===== config.mk =====
export PLATFORM = sky130hd
export DESIGN_NAME = brx_cmd_rx
export DESIGN_NICKNAME = d
export VERILOG_FILES = /design/src/rtl/brx_pkg.sv /design/src/rtl/brx_word_join.sv /design/src/rtl/brx_hdr_check.sv /design/src/rtl/brx_wr_track.sv /design/src/rtl/brx_cmd_rx.sv
export SDC_FILE = /design/constraint.sdc
export NUM_CORES = 1
export LEC_CHECK = 0
export BUFFER_PORTS_ARGS = -buffer_cell sky130_fd_sc_hd__buf_2
export CAP_MARGIN = 20
export CELL_PAD_IN_SITES_DETAIL_PLACEMENT = 0
export CELL_PAD_IN_SITES_GLOBAL_PLACEMENT = 1
export CORE_MARGIN = 2
export CORE_UTILIZATION = 47
export DETAILED_ROUTE_END_ITERATION = 6
export GPL_TIMING_DRIVEN = 0
export PLACE_DENSITY = 0.95
export SLEW_MARGIN = 20
export SYNTH_ARGS = -nofsm -noshare
export SYNTH_HDL_FRONTEND = slang
export SYNTH_HIERARCHICAL = 1
export SYNTH_SLANG_ARGS = --single-unit
export TNS_END_PERCENT = 1

===== constraint.sdc =====
create_clock -name clk -period 8.83 [get_ports clk]
set_clock_uncertainty 0.1 [all_clocks]
set_input_delay 0.883 -clock clk [delete_from_list [all_inputs] [get_ports clk]]
set_output_delay 0.883 -clock clk [all_outputs]
set_load 0.01 [all_outputs]

===== src/rtl/brx_pkg.sv =====
package brx_pkg;

    // status codes reported to the response side
    localparam logic [15:0] CODE_OK         = 16'h0000;
    localparam logic [15:0] CODE_WR_LIMIT   = 16'h0003;
    localparam logic [15:0] CODE_RD_LIMIT   = 16'h0004;
    localparam logic [15:0] CODE_OFF        = 16'h0005;
    localparam logic [15:0] CODE_BAD_INDEX  = 16'h0006;
    localparam logic [15:0] CODE_OVERFLOW   = 16'h0007;
    localparam logic [15:0] CODE_UNEXPECTED = 16'h0008;
    localparam logic [15:0] CODE_NO_DUPLEX  = 16'h0009;

    // host packet identifiers
    localparam logic [15:0] PID_CONFIG = 16'd0;
    localparam logic [15:0] PID_START  = 16'd2;
    localparam logic [15:0] PID_MORE   = 16'd3;
    localparam logic [15:0] PID_REPLAY = 16'd4;

    // read count value that selects full duplex
    localparam logic [15:0] RD_DUPLEX = 16'hFFFF;

    typedef enum logic [2:0] {
        RX_ID_LO,
        RX_ID_HI,
        RX_HEADER,
        RX_PAYLOAD,
        RX_DISCARD
    } rx_state_e;

    typedef enum logic {
        HK_START,
        HK_MORE
    } hdr_kind_e;

endpackage


===== src/rtl/brx_word_join.sv =====
// Joins a little-endian 16-bit field: the low byte is held, and the high
// byte is taken straight from the input when it arrives.
module brx_word_join #(
    parameter int BW = 8
) (
    input  logic            clk,
    input  logic            rst_n,
    input  logic            lo_en,
    input  logic [BW-1:0]   byte_in,
    output logic [2*BW-1:0] word
);
    logic [BW-1:0] lo_q;

    always_ff @(posedge clk) begin
        if (!rst_n)     lo_q <= '0;
        else if (lo_en) lo_q <= byte_in;
    end

    assign word = {byte_in, lo_q};
endmodule


===== src/rtl/brx_hdr_check.sv =====
// Validates a start header and ranks the faults in a fixed order.
module brx_hdr_check
    import brx_pkg::*;
#(
    parameter int MAX_WR = 298,
    parameter int MAX_RD = 298
) (
    input  logic        bridge_en,
    input  logic        duplex_ok,
    input  logic [15:0] wr_word,
    input  logic [15:0] rd_word,
    output logic [15:0] code,
    output logic [15:0] rd_eff
);
    localparam logic [15:0] WR_LIM = 16'(MAX_WR);
    localparam logic [15:0] RD_LIM = 16'(MAX_RD);

    logic duplex;

    always_comb begin
        duplex = (rd_word == RD_DUPLEX);
        rd_eff = duplex ? wr_word : rd_word;
        if (!bridge_en)                code = CODE_OFF;
        else if (wr_word > WR_LIM)     code = CODE_WR_LIMIT;
        else if (duplex && !duplex_ok) code = CODE_NO_DUPLEX;
        else if (rd_eff > RD_LIM)      code = CODE_RD_LIMIT;
        else                           code = CODE_OK;
    end
endmodule


===== src/rtl/brx_wr_track.sv =====
// Counts the write bytes of a transfer and drives the buffer write port.
module brx_wr_track #(
    parameter int MAX_WR = 298,
    parameter int AW     = (MAX_WR > 1) ? $clog2(MAX_WR) : 1
) (
    input  logic          clk,
    input  logic          rst_n,
    input  logic          clr,
    input  logic          inc,
    input  logic [7:0]    din,
    output logic [15:0]   cnt,
    output logic          we,
    output logic [AW-1:0] addr,
    output logic [7:0]    data
);
    localparam int CW = $clog2(MAX_WR + 1);

    logic [CW-1:0] cnt_q;

    always_ff @(posedge clk) begin
        if (!rst_n) begin
            cnt_q <= '0;
            we    <= 1'b0;
            addr  <= '0;
            data  <= '0;
        end else begin
            we <= inc;
            if (clr) cnt_q <= '0;
            else if (inc) cnt_q <= cnt_q + 1'b1;
            if (inc) begin
                addr <= cnt_q[AW-1:0];
                data <= din;
            end
        end
    end

    assign cnt = 16'(cnt_q);
endmodule


===== src/rtl/brx_cmd_rx.sv =====
module brx_cmd_rx
    import brx_pkg::*;
#(
    parameter int MAX_WR = 298,
    parameter int MAX_RD = 298,
    localparam int AW    = (MAX_WR > 1) ? $clog2(MAX_WR) : 1
) (
    input  logic          clk,
    input  logic          rst_n,
    input  logic          in_valid,
    input  logic [7:0]    in_byte,
    input  logic          in_last,
    input  logic          bridge_en,
    input  logic          duplex_ok,
    output logic          wbuf_we,
    output logic [AW-1:0] wbuf_addr,
    output logic [7:0]    wbuf_data,
    output logic [15:0]   wr_len,
    output logic [15:0]   rd_len,
    output logic [15:0]   status,
    output logic          xfer_go,
    output logic          cfg_req,
    output logic          rsp_req
);
    rx_state_e   state_q, nxt_state;
    hdr_kind_e   kind_q, nxt_kind;
    logic [1:0]  hpos_q, nxt_hpos;
    logic        busy_q, busy_d;
    logic [15:0] wr_pend_q, wr_len_q, rd_len_q, status_q;
    logic        go_q, cfg_q, rsp_q;

    logic [15:0] word, chk_code, rd_eff, rcvd, err_code;
    logic        lo_en, err, clr_stat, accept, go, cfg, replay;
    logic        trk_clr, trk_inc, take_wr;
    logic [15:0] rcvd_next;

    assign lo_en = in_valid &&
                   ((state_q == RX_ID_LO) || (state_q == RX_HEADER && !hpos_q[0]));

    brx_word_join #(.BW(8)) u_join (
        .clk     (clk),
        .rst_n   (rst_n),
        .lo_en   (lo_en),
        .byte_in (in_byte),
        .word    (word)
    );

    brx_hdr_check #(.MAX_WR(MAX_WR), .MAX_RD(MAX_RD)) u_check (
        .bridge_en (bridge_en),
        .duplex_ok (duplex_ok),
        .wr_word   (wr_pend_q),
        .rd_word   (word),
        .code      (chk_code),
        .rd_eff    (rd_eff)
    );

    brx_wr_track #(.MAX_WR(MAX_WR), .AW(AW)) u_track (
        .clk   (clk),
        .rst_n (rst_n),
        .clr   (trk_clr),
        .inc   (trk_inc),
        .din   (in_byte),
        .cnt   (rcvd),
        .we    (wbuf_we),
        .addr  (wbuf_addr),
        .data  (wbuf_data)
    );

    assign rcvd_next = rcvd + 16'd1;

    // next state and per-byte decisions
    always_comb begin
        nxt_state = state_q;
        nxt_kind  = kind_q;
        nxt_hpos  = hpos_q;
        busy_d    = busy_q;
        err       = 1'b0;
        err_code  = CODE_OK;
        clr_stat  = 1'b0;
        accept    = 1'b0;
        go        = 1'b0;
        cfg       = 1'b0;
        replay    = 1'b0;
        trk_clr   = 1'b0;
        trk_inc   = 1'b0;
        take_wr   = 1'b0;
        if (in_valid) begin
            unique case (state_q)
                RX_ID_LO: begin
                    if (in_last) begin
                        err      = 1'b1;
                        err_code = CODE_UNEXPECTED;
                    end else begin
                        nxt_state = RX_ID_HI;
                    end
                end
                RX_ID_HI: begin
                    nxt_state = in_last ? RX_ID_LO : RX_DISCARD;
                    if (word == PID_START) begin
                        clr_stat = 1'b1;
                        busy_d   = 1'b0;
                        if (in_last) begin
                            err      = 1'b1;
                            err_code = CODE_UNEXPECTED;
                        end else begin
                            nxt_state = RX_HEADER;
                            nxt_kind  = HK_START;
                            nxt_hpos  = 2'd0;
                        end
                    end else if (word == PID_MORE && busy_q) begin
                        if (in_last) begin
                            err      = 1'b1;
                            err_code = CODE_UNEXPECTED;
                        end else begin
                            nxt_state = RX_HEADER;
                            nxt_kind  = HK_MORE;
                            nxt_hpos  = 2'd0;
                        end
                    end else if (word == PID_CONFIG && !busy_q) begin
                        cfg = 1'b1;
                    end else if (word == PID_REPLAY && !busy_q) begin
                        replay = 1'b1;
                    end else begin
                        err      = 1'b1;
                        err_code = CODE_UNEXPECTED;
                    end
                end
                RX_HEADER: begin
                    nxt_hpos = hpos_q + 2'd1;
                    if (!hpos_q[0]) begin
                        if (in_last) begin
                            err      = 1'b1;
                            err_code = CODE_UNEXPECTED;
                        end
                    end else if (kind_q == HK_MORE) begin
                        if (word != rcvd) begin
                            err      = 1'b1;
                            err_code = CODE_BAD_INDEX;
                        end else if (in_last) begin
                            nxt_state = RX_ID_LO;
                            if (rcvd == wr_len_q) begin
                                go     = 1'b1;
                                busy_d = 1'b0;
                            end
                        end else begin
                            nxt_state = RX_PAYLOAD;
                        end
                    end else if (hpos_q == 2'd1) begin
                        take_wr = 1'b1;
                        if (in_last) begin
                            err      = 1'b1;
                            err_code = CODE_UNEXPECTED;
                        end
                    end else begin
                        if (chk_code != CODE_OK) begin
                            err      = 1'b1;
                            err_code = chk_code;
                        end else begin
                            accept  = 1'b1;
                            trk_clr = 1'b1;
                            busy_d  = 1'b1;
                            if (in_last) begin
                                nxt_state = RX_ID_LO;
                                if (wr_pend_q == '0) begin
                                    go     = 1'b1;
                                    busy_d = 1'b0;
                                end
                            end else begin
                                nxt_state = RX_PAYLOAD;
                            end
                        end
                    end
                end
                RX_PAYLOAD: begin
                    if (rcvd == wr_len_q) begin
                        err      = 1'b1;
                        err_code = CODE_OVERFLOW;
                    end else begin
                        trk_inc = 1'b1;
                        if (in_last) begin
                            nxt_state = RX_ID_LO;
                            if (rcvd_next == wr_len_q) begin
                                go     = 1'b1;
                                busy_d = 1'b0;
                            end
                        end
                    end
                end
                RX_DISCARD: begin
                    if (in_last) nxt_state = RX_ID_LO;
                end
                default: nxt_state = RX_ID_LO;
            endcase
            if (err) begin
                busy_d    = 1'b0;
                nxt_state = in_last ? RX_ID_LO : RX_DISCARD;
            end
        end
    end

    // state register
    always_ff @(posedge clk) begin
        if (!rst_n) begin
            state_q <= RX_ID_LO;
            kind_q  <= HK_START;
            hpos_q  <= 2'd0;
            busy_q  <= 1'b0;
        end else begin
            state_q <= nxt_state;
            kind_q  <= nxt_kind;
            hpos_q  <= nxt_hpos;
            busy_q  <= busy_d;
        end
    end

    // output registers
    always_ff @(posedge clk) begin
        if (!rst_n) begin
            wr_pend_q <= '0;
            wr_len_q  <= '0;
            rd_len_q  <= '0;
            status_q  <= CODE_OK;
            go_q      <= 1'b0;
            cfg_q     <= 1'b0;
            rsp_q     <= 1'b0;
        end else begin
            go_q  <= go;
            cfg_q <= cfg;
            rsp_q <= err | replay;
            if (err)           status_q <= err_code;
            else if (clr_stat) status_q <= CODE_OK;
            if (take_wr) wr_pend_q <= word;
            if (accept) begin
                wr_len_q <= wr_pend_q;
                rd_len_q <= rd_eff;
            end
        end
    end

    assign wr_len  = wr_len_q;
    assign rd_len  = rd_len_q;
    assign status  = status_q;
    assign xfer_go = go_q;
    assign cfg_req = cfg_q;
    assign rsp_req = rsp_q;
endmodule


# Word level (Yosys, flattened, before mapping)
# Index checks and enable logic that the tools add are counted.
# word_totals
inputBits	14
latchBits	0
ff_bits	109
n_memories	0
mem_bits_ro	0
ram_bits	0
output_inout_bits	69
elab_cells	184
# classes
add_sub_neg	3
n_mul	0
eq_ne	26
bitwise_logic	4
muxes	108
magnitude_cmp	2
shift	0
div	0
reduce_logical	25
# op_table
cell	n
16-bit two-way mux	11
1-bit two-way mux	66
16-bit one-hot mux with 4 select lines	1
3-bit two-way mux	16
16-bit by 2-bit equality test with 1-bit output (second input constant)	2
16-bit by 9-bit greater-than comparator with 1-bit output (second input constant)	2
16-bit zero test	2
4-bit two-way mux	5
10-bit by 16-bit equality test with 1-bit output	1
16-bit equality test (second input constant)	1
16-bit by 3-bit equality test with 1-bit output (second input constant)	1
9-bit by 16-bit equality test with 1-bit output	1
16-bit by 9-bit inequality test with 1-bit output	1
4-bit by 3-bit inequality test with 1-bit output (second input constant)	4
16-bit nonzero test	1
3-bit inequality test (second input constant)	5
3-bit one-hot mux with 5 select lines	1
12-bit AND reduction	1
9-bit by 1-bit adder with 10-bit output (second input constant)	1
9-bit by 1-bit adder with 9-bit output (second input constant)	1
2-bit two-way mux	4
7-bit AND reduction	1
3-bit by 2-bit equality test with 1-bit output (second input constant)	2
1-bit logical AND	6
23 further kinds	31

# Longest topological paths before layout
# Gate-level depths: netlist of the first run.
# logic_depth
depth_word	16
depth_mapped	17
mapped_depth_nobuf	13

# By module
# The synthesis of the first run kept the hierarchy.
# modules_own_cells
mod	seq_area_each_um2	n_inst	cells_per_inst	area_each_um2
brx_cmd_rx	1481.4	1	556	4357.9
brx_wr_track	540.5	1	107	1098.6
brx_hdr_check	0.0	1	106	591.8
brx_word_join	160.2	1	33	361.6

# Worst setup path before layout of the first run
# No wires, ideal clock.
# synth_path
kind	input port to flip-flop
from	input in_byte[1]
to	register busy_q
stages	15
required_time_ns	8.658
setup_time_ns	0.072
slack_ns	4.751
arrival_ns	3.907
path_buffers	2
path_cell_list	buf_4 > nand4_2 > or2_1 > or4_1 > buf_2 > a2111oi_4 > or3_1 > a221oi_1 > nor4_1 > nand4_1 > a31oi_1 > o22ai_1 > or3_4 > or3_1 > mux2i_1
# synth_via
elab_chain_cells	16
elab_cells_between_ends	41
classes_between	1 x order compare; 15 x eq/ne; 17 x mux; 8 x reduce/logical
# synth_lines
item	line	source
start, declared	brx_cmd_rx.sv:11	input logic [7:0] in_byte,
16-bit equality test	brx_hdr_check.sv:21	duplex = (rd_word == RD_DUPLEX);
16-bit two-way mux	brx_hdr_check.sv:22	rd_eff = duplex ? wr_word : rd_word;
16-bit by 9-bit greater-than comparator with 1-bit output	brx_hdr_check.sv:26	else if (rd_eff > RD_LIM) code = CODE_RD_LIMIT;
3-bit two-way mux	brx_hdr_check.sv:26	
16-bit two-way mux *	brx_hdr_check.sv:25	else if (duplex && !duplex_ok) code = CODE_NO_DUPLEX;
16-bit two-way mux *	brx_hdr_check.sv:24	else if (wr_word > WR_LIM) code = CODE_WR_LIMIT;
16-bit two-way mux *	brx_hdr_check.sv:23	if (!bridge_en) code = CODE_OFF;
net chk_code[2]	brx_cmd_rx.sv:32	logic [15:0] word, chk_code, rd_eff, rcvd, err_code;
16-bit nonzero test *	brx_cmd_rx.sv:155	if (chk_code != CODE_OK) begin
1-bit two-way mux	brx_cmd_rx.sv:155	
1-bit two-way mux	brx_cmd_rx.sv:148	end else if (hpos_q == 2'd1) begin
1-bit two-way mux	brx_cmd_rx.sv:135	end else if (kind_q == HK_MORE) begin
1-bit two-way mux	brx_cmd_rx.sv:130	if (!hpos_q[0]) begin
1-bit one-hot mux with 4 select lines	brx_cmd_rx.sv:88	unique case (state_q)
1-bit two-way mux	brx_cmd_rx.sv:87	if (in_valid) begin
4-bit by 2-bit inequality test with 1-bit output (no line) (tied with other cells)	-	
12-bit AND reduction (no line)	-	
end signal, assigned	brx_cmd_rx.sv:212	busy_q <= busy_d;
end, declared	brx_cmd_rx.sv:28	logic busy_q, busy_d;
# Mark *: on every way through the listed nets, which the timed path passes. The rest lies on a longest branch. The select of a mux whose other input is x is not followed.
# A chain may end at the register's enable or synchronous reset.

# Worst setup path in the final report of the first run
# layout_path
from	input in_byte[6]
to	register status_q[1], in the netlist status[1]
# layout_via
elab_chain_cells	16
elab_cells_between_ends	44
classes_between	1 x order compare; 5 x eq/ne; 31 x mux; 7 x reduce/logical
# layout_lines
item	line	source
16-bit equality test	brx_hdr_check.sv:21	
16-bit two-way mux	brx_hdr_check.sv:22	
16-bit by 9-bit greater-than comparator with 1-bit output	brx_hdr_check.sv:26	
3-bit two-way mux	brx_hdr_check.sv:26	
16-bit two-way mux *	brx_hdr_check.sv:25	
16-bit two-way mux *	brx_hdr_check.sv:24	
16-bit two-way mux *	brx_hdr_check.sv:23	
net chk_code[2]	brx_cmd_rx.sv:32	
16-bit nonzero test *	brx_cmd_rx.sv:155	
1-bit two-way mux	brx_cmd_rx.sv:155	
1-bit two-way mux	brx_cmd_rx.sv:148	
1-bit two-way mux	brx_cmd_rx.sv:135	
1-bit two-way mux	brx_cmd_rx.sv:130	
1-bit one-hot mux with 4 select lines	brx_cmd_rx.sv:88	
1-bit two-way mux (2 in series)	brx_cmd_rx.sv:87	
16-bit two-way mux or 2-bit nonzero test (tied branches)	-	
end signal, assigned	brx_cmd_rx.sv:230	if (err) status_q <= err_code;
end, declared	brx_cmd_rx.sv:29	logic [15:0] wr_pend_q, wr_len_q, rd_len_q, status_q;
# Marks and branches as above.

==> results of run 1 <==
## final timing paths
kind / startpoint / to / slack [ns] / cells after the start
worst max-delay path: in_byte[6] / status[1]$_SDFFE_PN0P_ / 4.22 / 16
worst min-delay path: rd_len[10]$_SDFFE_PN0P_ / rd_len[10]$_SDFFE_PN0P_ / 0.36 / 2
worst max register to register: u_join/lo_q[2]$_SDFFE_PN0P_ / status[1]$_SDFFE_PN0P_ / 4.35 / 14
worst min register to register: rd_len[10]$_SDFFE_PN0P_ / rd_len[10]$_SDFFE_PN0P_ / 0.36 / 2
## per-stage QoR
step           util, %  power, uW
2_1_floorplan        -        584
3_3_place_gp      53.4        609
3_5_place_dp      53.4        610
4_1_cts           55.7       1020
5_1_grt           55.7       1050
6_report          55.7       1010
## per-layer routing
| metal | global-route usage, % | vias to the layer above |
|---|---|---|
| met5 | 0 | - |
| li1 | - | 3005 |
| met1 | 35.4 | 2817 |
| met4 | 8.21 | 0 |
| met2 | 38.1 | 193 |
| met3 | 4.72 | 30 |
## logic make-up after synthesis
family,count (synthesis),share of synthesized area (%)
XOR/XNOR,40,5.47
AO/OA/AOI/OAI,165,18.5
buffers and inverters,86,7.05
AND/OR/NAND/NOR,369,29.9
adder cells (fa/ha/maj),3,0.586
other,2,0.117
flip-flops,109,34.0
multiplexers,28,4.37
## final cells by class
type | instances | area [um^2] | area share, %
buffer | 73 | 403 | 5.44
clock buffer | 9 | 225 | 3.04
clock inverter | 7 | 76.3 | 1.03
inverter | 13 | 48.8 | 0.659
multi-input combinational | 624 | 3840 | 51.9
sequential | 109 | 2180 | 29.5
tap | 176 | 220 | 2.98
timing repair buffer | 81 | 405 | 5.48
## cell usage after synthesis (3+ instances only)
| cell | number |
|---|---|
| or3_1 | 8 |
| nor4_1 | 15 |
| nor2b_1 | 34 |
| a21oi_1 | 25 |
| nor2_1 | 28 |
| xor2_1 | 12 |
| a21boi_1 | 4 |
| nand3_1 | 24 |
| buf_4 | 28 |
| o21ai_0 | 18 |
| inv_1 | 12 |
| dfxtp_1 | 109 |
| ha_1 | 3 |
| a21boi_0 | 47 |
| a21o_1 | 3 |
| a211oi_1 | 6 |
| nand2b_1 | 10 |
| buf_2 | 13 |
| o21a_1 | 22 |
| a31o_2 | 3 |
| a31oi_1 | 4 |
| and2_1 | 3 |
| o22ai_1 | 5 |
| nor3_1 | 10 |
| clkbuf_1 | 31 |
| xnor2_1 | 28 |
| nand4_1 | 18 |
| or4_1 | 4 |
| and3_1 | 36 |
| mux2i_1 | 28 |
| o31ai_1 | 6 |
| o211ai_1 | 5 |
| nand3b_1 | 4 |
| nand2_1 | 153 |
## flip-flops by register name (all words and copies together) (netlist names), 8 cells and up
register / cells
u_join/lo_q: 8
rd_len: 16
wr_len: 16
u_track/cnt_q: 9
u_track/data: 8
status: 16
u_track/addr: 9
wr_pend_q: 16
## critical path, delay by kind of cell
family | cells | cell delay (ns)
AOI/OAI and AO/OA | 8 | 1.70
and+or+nand+nor | 5 | 1.60
buffers and inverters | 3 | 0.58
## where the power goes
| part | switching, uW | leakage, uW | total [uW] | internal, uW |
|---|---|---|---|---|
| Combinational | 54.6 | 0.00191 | 95.2 | 40.6 |
| Sequential | 11.3 | 0.000879 | 507 | 495 |
| Clock | 211 | 0.000145 | 412 | 201 |
| Total | 277 | 0.00294 | 1010 | 737 |
==> qor.txt, run 1 <==
CP endpoint kind - flip-flop
FILL cells - 1,292
CTS hold repair buffers - 0
Post-synthesis register bit count - 109
Max Clk Rate - 217 MHz
Worst hold path class - flip-flop to flip-flop
Slowest stage delay, CP - 0.72 ns
Asr flop ratio synth - 0%
Routability cong. - 0.942
Worst path cell trace - buf_2 > buf_4 > nand4_1 > nor4_2 > a21oi_1 > a211oi_1 > nor3b_1 > a221oi_1 > nor4_1 > nand4_1 > a31oi_1 > o22ai_1 > o31ai_1 > buf_2 > a21oi_1 > o21a_1
CP arrival - 4.77 ns
Mapped cell area - 0.00641 mm^2
Final ANT Viol Nets - 0
Area share of the largest cell type after synthesis - 34.0%
Nets - 928
Fin cells - 1,092
Cell row count - 42
Mapped Cells - 802
DRC viols - 0
Worst Path Max Fanout - 10
First-pass DRT Iterations - 5
Lkg Pwr - 0.00294 uW
Final non-filler cell area - 0.00740 mm^2
Antenna Cells - 0
DRT met1 WL - 8510 um
Met3 routed WL - 1000 um
Post-layout min period - 4.61 ns
Slew @ Worst Pin - 0.718 ns
Die Ht - 121 um
CTS clk-pin slew, worst paths - 0.08 ns
Status - finished clean
Top Layer Used - met4
Post-CTS setup buffers - 0
Main flop type after synthesis - dfxtp_1
First-pass GRT wire length - 28,800 um
Max_cap viols - 0
Critical path class - input port to flip-flop
Yosys cell types - 65
Vias in the first global route - 5,465
Area leader, netlist - dfxtp_1
Die Wd - 121 um
Core Footprint - 0.0133 mm^2
Worst setup margin - 4.22 ns
Critical Path RT - 8.99 ns
Area delta synth->final - 15.5%
Post-DP HPWL - 13,300 um
Global route overflow - 0
Number of synthesized flops with an enable pin - 0
Top-level I/O count - 83
Share of cells above drive strength 1 - 17.0%
Vias - 6,045
Ys Warns - 6
Vias per cell - 5.54
Starting Density - 48.2%
Avg WL per Cell - 16.4 um
Commonest non-fill, non-tap cell in the layout - nand2_1
CTS HTree Levels - 3
Slew HR - 51.7%
Total track usage - 24.9%
Synth area leaders - dfxtp_1, nand2_1, a21boi_0
WHS - 0.362 ns
Placed cell count - 1,076
Clock buffer depth - 2
P per Cell Area - 137 mW/mm^2
Final setup fails - 0
Total negative slack - 0 ns
Root buffer cell - clkbuf_16
Clk Latency, worst-skew pair - 0.37 ns
Placement Cell Area - 0.00710 mm^2
Routed wl met2 - 8040 um
Sequential fraction of the synthesis area - 34.0%
Antenna violations before repair - 0
Avg Inst Size Synth - 7.99 um^2
Clock sink count - 109
Gates resized, CTS repair - 0
Crit-path slowest cell - nor4_2
Final wirelength - 17,900 um
Die Area - 0.0146 mm^2
RSZ-0062 raised after global routing - no
Post-placement setup slack - 3.90 ns
Buffers added on ports - 81
Largest net degree at the start of global routing - 22
Max Slew Vio Count - 0
Tcrit/Tclk final - 52.2%
Final Hold Viols - 0
CTS tree - built
Total CTS buffers - 9
Iteration-0 DRC Markers - 538
Commonest cells after routing, fill and taps aside - nand2_1, dfxtp_1, buf_2, a21boi_0, and3_1
CP startpoint kind - input port
VDD IR max - 0.136 mV
Power figures use the tool's default switching activity.
==> run 2: changes to the inputs <==
- ABC_AREA: not set -> 1
- CORE_UTILIZATION: 47 -> 37
- PLACE_DENSITY: 0.95 -> 0.86
- clock period: 8.83 -> 3.9 ns (I/O delays scaled with it)
==> qor.txt, run 2 <==
First-pass DRT Iterations - 5
Largest family of logic cells by synthesized area - simple AND/OR/NAND/NOR gates
Buffers added on ports - 82
Vias in the first global route - 6,120
Largest net degree at the start of global routing - 21
Commonest non-fill, non-tap cell in the layout - nand2_1
Gates resized, CTS repair - 0
Vias - 6,760
Most frequent cells after synthesis - nand2_1, nor2_1, inv_1, dfxtp_1, o21ai_0
Final setup fails - 0
Mapped Cells - 1,067
DRC viols - 0
Slew HR - 57.2%
Post-CTS setup buffers - 0
Synth area leaders - dfxtp_1, nand2_1, nor2_1
Avg WL per Cell - 14.3 um
Fin util - 44.2%
Final wirelength - 20,100 um
Slew @ Worst Pin - 0.642 ns
Core Footprint - 0.0174 mm^2
Area delta synth->final - 16.3%
Post-layout min period - 3.57 ns
CP startpoint kind - flip-flop
Area share of the largest cell type after synthesis - 33.0%
Final Hold Viols - 0
Global route overflow - 0
Clock sink count - 109
Share of cells above drive strength 1 - 16.3%
CP arrival - 3.72 ns
Worst Path Max Fanout - 10
Starting Density - 38.0%
Die Area - 0.0190 mm^2
Synth Area in Adders - 0.567%
Main flop type after synthesis - dfxtp_1
Final non-filler cell area - 0.00769 mm^2
Clk Latency, worst-skew pair - 0.37 ns
Fin cells - 1,407
Max Clk Rate - 280 MHz
Final ANT Viol Nets - 0
Mapped cell area - 0.00662 mm^2
Tcrit/Tclk final - 91.6%
Critical path class - flip-flop to flip-flop
CP endpoint kind - flip-flop
RSZ-0062 raised after global routing - no
Commonest cells after routing, fill and taps aside - nand2_1, nor2_1, inv_1, dfxtp_1, buf_2
Max_cap viols - 0
Worst hold path class - input port to flip-flop
Number of synthesized flops with an enable pin - 0
Total negative slack - 0 ns
Routability cong. - 0.901
Asr flop ratio synth - 0%
Area leader, netlist - dfxtp_1
Yosys cell types - 43
CTS hold repair buffers - 0
Total track usage - 21.4%
Vias per cell - 4.80
Root buffer cell - clkbuf_16
Lkg Pwr - 0.00370 uW
Status - finished clean
Sequential fraction of the synthesis area - 33.0%
Post-synthesis register bit count - 109
CTS tree - built
Mux share of post-synthesis cell area - 0%
Die Ht - 138 um
Cell row count - 48
P per Cell Area - 410 mW/mm^2
Top-level I/O count - 83
Nets - 1,194
CTS clk-pin slew, worst paths - 0.08 ns
Iteration-0 DRC Markers - 534
Critical Path RT - 4.05 ns
Total CTS buffers - 9
Synth Area in Compound Gates - 12.7%
Antenna Cells - 0
Clock buffer depth - 2
CTS HTree Levels - 3
First-pass GRT wire length - 31,600 um
Most frequent cell after synthesis - nand2_1
Antenna violations before repair - 0
VDD IR max - 0.236 mV
Max Slew Vio Count - 0
Avg Inst Size Synth - 6.20 um^2
Xor/xnor share of the synthesized area - 1.32%
Placed cell count - 1,391
Placement Cell Area - 0.00737 mm^2
Die Wd - 138 um
Post-DP HPWL - 15,500 um
Simple-gate share of the synthesized area - 38.0%
Ys Warns - 6
run 2: metrics by stage:
| stage | hold WS (ns) | worst slack, ns | power, uW |
|---|---|---|---|
| detailed placement | 0.350 | 0.359 | 2170 |
| finish | 0.181 | 0.328 | 3160 |
| floorplan | 0.353 | 0.990 | 1930 |
| CTS | 0.179 | 0.361 | 3150 |
| global placement | 0.345 | 0.390 | 2160 |
| global route | 0.193 | 0.0523 | 3340 |
run 2: logic make-up after synthesis:
| kind of cell | Yosys count |
|---|---|
| simple gates | 578 |
| buf+inv | 205 |
| compound gates | 160 |
| flops | 109 |
| xor+xnor | 10 |
| fa+ha+maj | 3 |
| other cells | 2 |
run 2: worst paths after layout:
kind,startpoint,end,slack (ns),cells past startpoint
setup / recovery,u_join/lo_q[2]$_SDFFE_PN0P_,wr_len[12]$_SDFFE_PN0P_,0.33,20
hold / removal,in_byte[7],u_track/data[7]$_SDFFE_PN0P_,0.18,3
setup reg to reg,u_join/lo_q[2]$_SDFFE_PN0P_,wr_len[12]$_SDFFE_PN0P_,0.33,20
hold reg to reg,status[15]$_SDFFE_PN0P_,status[15]$_SDFFE_PN0P_,0.36,2
run 2: worst max-delay path: stages, from the launching register on:
cell and delay, ns:
dfxtp_1 0.59, nand2_1 0.12, nor2_2 0.15, nand2_2 0.08, nor2_4 0.14, buf_6 0.15, nand2_1 0.05, nand2_1 0.11
nand2_1 0.06, nor2_1 0.09, nand2_1 0.06, a21oi_1 0.12, nand2_1 0.09, nor2_1 0.10, nand2_1 0.06, nor2_1 0.15
nand3_2 0.17, buf_1 0.30, buf_1 0.32, nor3_1 0.33, nor2_1 0.08
run 2: per-layer routing:
layer / vias up / wire (um) / global-route usage, %
met5: - / 0 / 0
li1: 3538 / - / -
met1: 3007 / 9290 / 28.9
met3: 29 / 1230 / 4.64
met2: 186 / 9170 / 34.5
met4: 0 / 384 / 5.90
run 2: final cells by class:
cell class / instances / area [um^2]
fillers: 1920 / 9730
multi-input cells: 770 / 3550
flip-flops and latches: 109 / 2180
inverters: 144 / 541
repair buffers: 82 / 410
plain buffers: 61 / 404
well taps: 225 / 282
clock buffers: 9 / 225
clock inverters: 7 / 95.1
run 2: power breakdown:
group	switching, uW	leakage, uW	internal, uW
combinational	559	0.00266	299
clock	481	0.000153	516
sequential	116	0.000881	1180
==> run 3: changes to the inputs <==
- BUFFER_PORTS_ARGS: -buffer_cell sky130_fd_sc_hd__buf_2 -> -buffer_cell sky130_fd_sc_hd__clkbuf_2
==> qor.txt, run 3 (synthesis gave the netlist of run 2 again) <==
P per Cell Area - 404 mW/mm^2
Seq. cell area - 0.00218 mm^2
Final ANT Viol Nets - 0
Total CTS buffers - 9
Total negative slack - 0 ns
Commonest cells after routing, fill and taps aside - nand2_1, nor2_1, inv_1, dfxtp_1, clkbuf_2
DRC viols - 0
RSZ-0062 raised after global routing - no
Starting Density - 38.0%
Total track usage - 21.7%
First-pass DRT Iterations - 5
Comb power frac - 27.6%
First-pass GRT wire length - 32,200 um
CP endpoint kind - flip-flop
Vias - 6,743
Area delta synth->final - 16.1%
Final Hold Viols - 0
Lkg Pwr - 0.00363 uW
Largest net degree at the start of global routing - 22
Vias per cell - 4.79
Critical path class - flip-flop to flip-flop
Buffers added on ports - 82
Vias in the first global route - 6,222
Critical Path RT - 4.05 ns
Cell row count - 48
CP startpoint kind - flip-flop
Core Footprint - 0.0174 mm^2
Commonest non-fill, non-tap cell in the layout - nand2_1
Antenna Cells - 0
Die Wd - 138 um
Routability cong. - 0.901
Clk Latency, worst-skew pair - 0.36 ns
Final setup fails - 0
Status - finished clean
Post-DP HPWL - 15,500 um
Multi-input gate area - 0.00355 mm^2
Slew HR - 60.9%
Final wirelength - 20,000 um
FILL cells - 1,931
Clock sink count - 109
Global route overflow - 0
Iteration-0 DRC Markers - 576
Max Slew Vio Count - 0
Post-layout min period - 3.52 ns
Clock buffer depth - 2
CTS HTree Levels - 3
Avg WL per Cell - 14.2 um
Worst Path Max Fanout - 10
Clock share of power - 30.5%
Die Area - 0.0190 mm^2
Reg power frac - 41.9%
Int Pwr - 1940 uW
CP arrival - 3.67 ns
CTS clk-pin slew, worst paths - 0.08 ns
Root buffer cell - clkbuf_16
Die Ht - 138 um
Switching part of the total power - 37.4%
Tcrit/Tclk final - 90.3%
Slew @ Worst Pin - 0.587 ns
Antenna violations before repair - 0
VDD IR max - 0.260 mV
Max Clk Rate - 284 MHz
Nets - 1,194
Max_cap viols - 0
Fin util - 44.1%
Post-CTS setup buffers - 0
Top-level I/O count - 83
Share of cells above drive strength 1 - 16.4%
Worst hold path class - input port to flip-flop
CTS tree - built
Sw Pwr - 1160 uW
==> run 3: cell types whose count changed in the layout (fill, tap and decap cells not counted), sizes merged <==
cell / previous run / this run
clkinv: 3 / 5
bufinv: 1 / 0
buf: 132 / 50
clkbuf: 20 / 102
clkinvlp: 1 / 0
==> run 3: cell type report <==
cell class | instances | share of cell area, %
tap | 225 | 3.67
sequential | 109 | 28.4
inverter | 144 | 7.04
multi-input combinational | 770 | 46.2
clock inverter | 7 | 1.09
clock buffer | 9 | 2.93
timing repair buffer | 82 | 5.34
buffer | 61 | 5.26
==> run 3: path summary, 6_finish.rpt <==
kind / startpoint / slack (ns) / to / depth (start not counted)
worst max register to register: u_join/lo_q[1]$_SDFFE_PN0P_ / 0.38 / wr_len[6]$_SDFFE_PN0P_ / 20
worst min-delay path: in_byte[5] / 0.18 / u_track/data[5]$_SDFFE_PN0P_ / 3
worst min register to register: status[8]$_SDFFE_PN0P_ / 0.36 / status[8]$_SDFFE_PN0P_ / 2
worst max-delay path: u_join/lo_q[1]$_SDFFE_PN0P_ / 0.38 / wr_len[6]$_SDFFE_PN0P_ / 20
==> run 3: critical path: stages (launching register included) <==
cell and delay (ns):
dfxtp_1 0.56, nand2_1 0.10, nor2_1 0.14, nand2_1 0.11, nor2_4 0.13, buf_6 0.15
nand2_1 0.05, nand2_1 0.12, nand2_1 0.07, nor2_1 0.08, nand2_1 0.06, a21oi_1 0.12
nand2_1 0.10, nor2_1 0.11, nand2_1 0.06, nor2_1 0.14, nand3_2 0.18, buf_1 0.29
buf_1 0.32, nor3_1 0.32, nor2_1 0.08
==> run 3: routing by layer <==
layer  routed length [um]  GRT usage, %
met5                    0             0
met4                  417          6.63
met1                 9390          29.3
met2                 9130          35.4
met3                 1060          3.72
==> run 3: repair_timing <==
action,in CTS,in global routing
gates resized for setup,0,1
hold buffers,0,0
setup endpoints to repair,0,1
==> run 3: metrics by stage <==
| stage | hold WS, ns | std cells | instance area, um^2 | setup slack, ns | power, uW |
|---|---|---|---|---|---|
| after floorplan | 0.353 | 1084 | 6680 | 0.990 | 1930 |
| after global placement | 0.347 | 1391 | 7370 | 0.361 | 2160 |
| after detailed placement | 0.354 | 1391 | 7370 | 0.339 | 2160 |
| after CTS | 0.181 | 1407 | 7680 | 0.393 | 3110 |
| after global routing | 0.212 | 1407 | 7680 | 0.0324 | 3290 |
| final | 0.183 | 1407 | 7680 | 0.380 | 3100 |
==> run 3: power groups by stage <==
stage	clock network, uW	registers (uW)	logic, uW
2_1_floorplan	0	1290	643
3_3_place_gp	0	1320	841
3_5_place_dp	0	1320	843
4_1_cts	965	1300	846
5_1_grt	1000	1310	973
6_report	947	1300	856
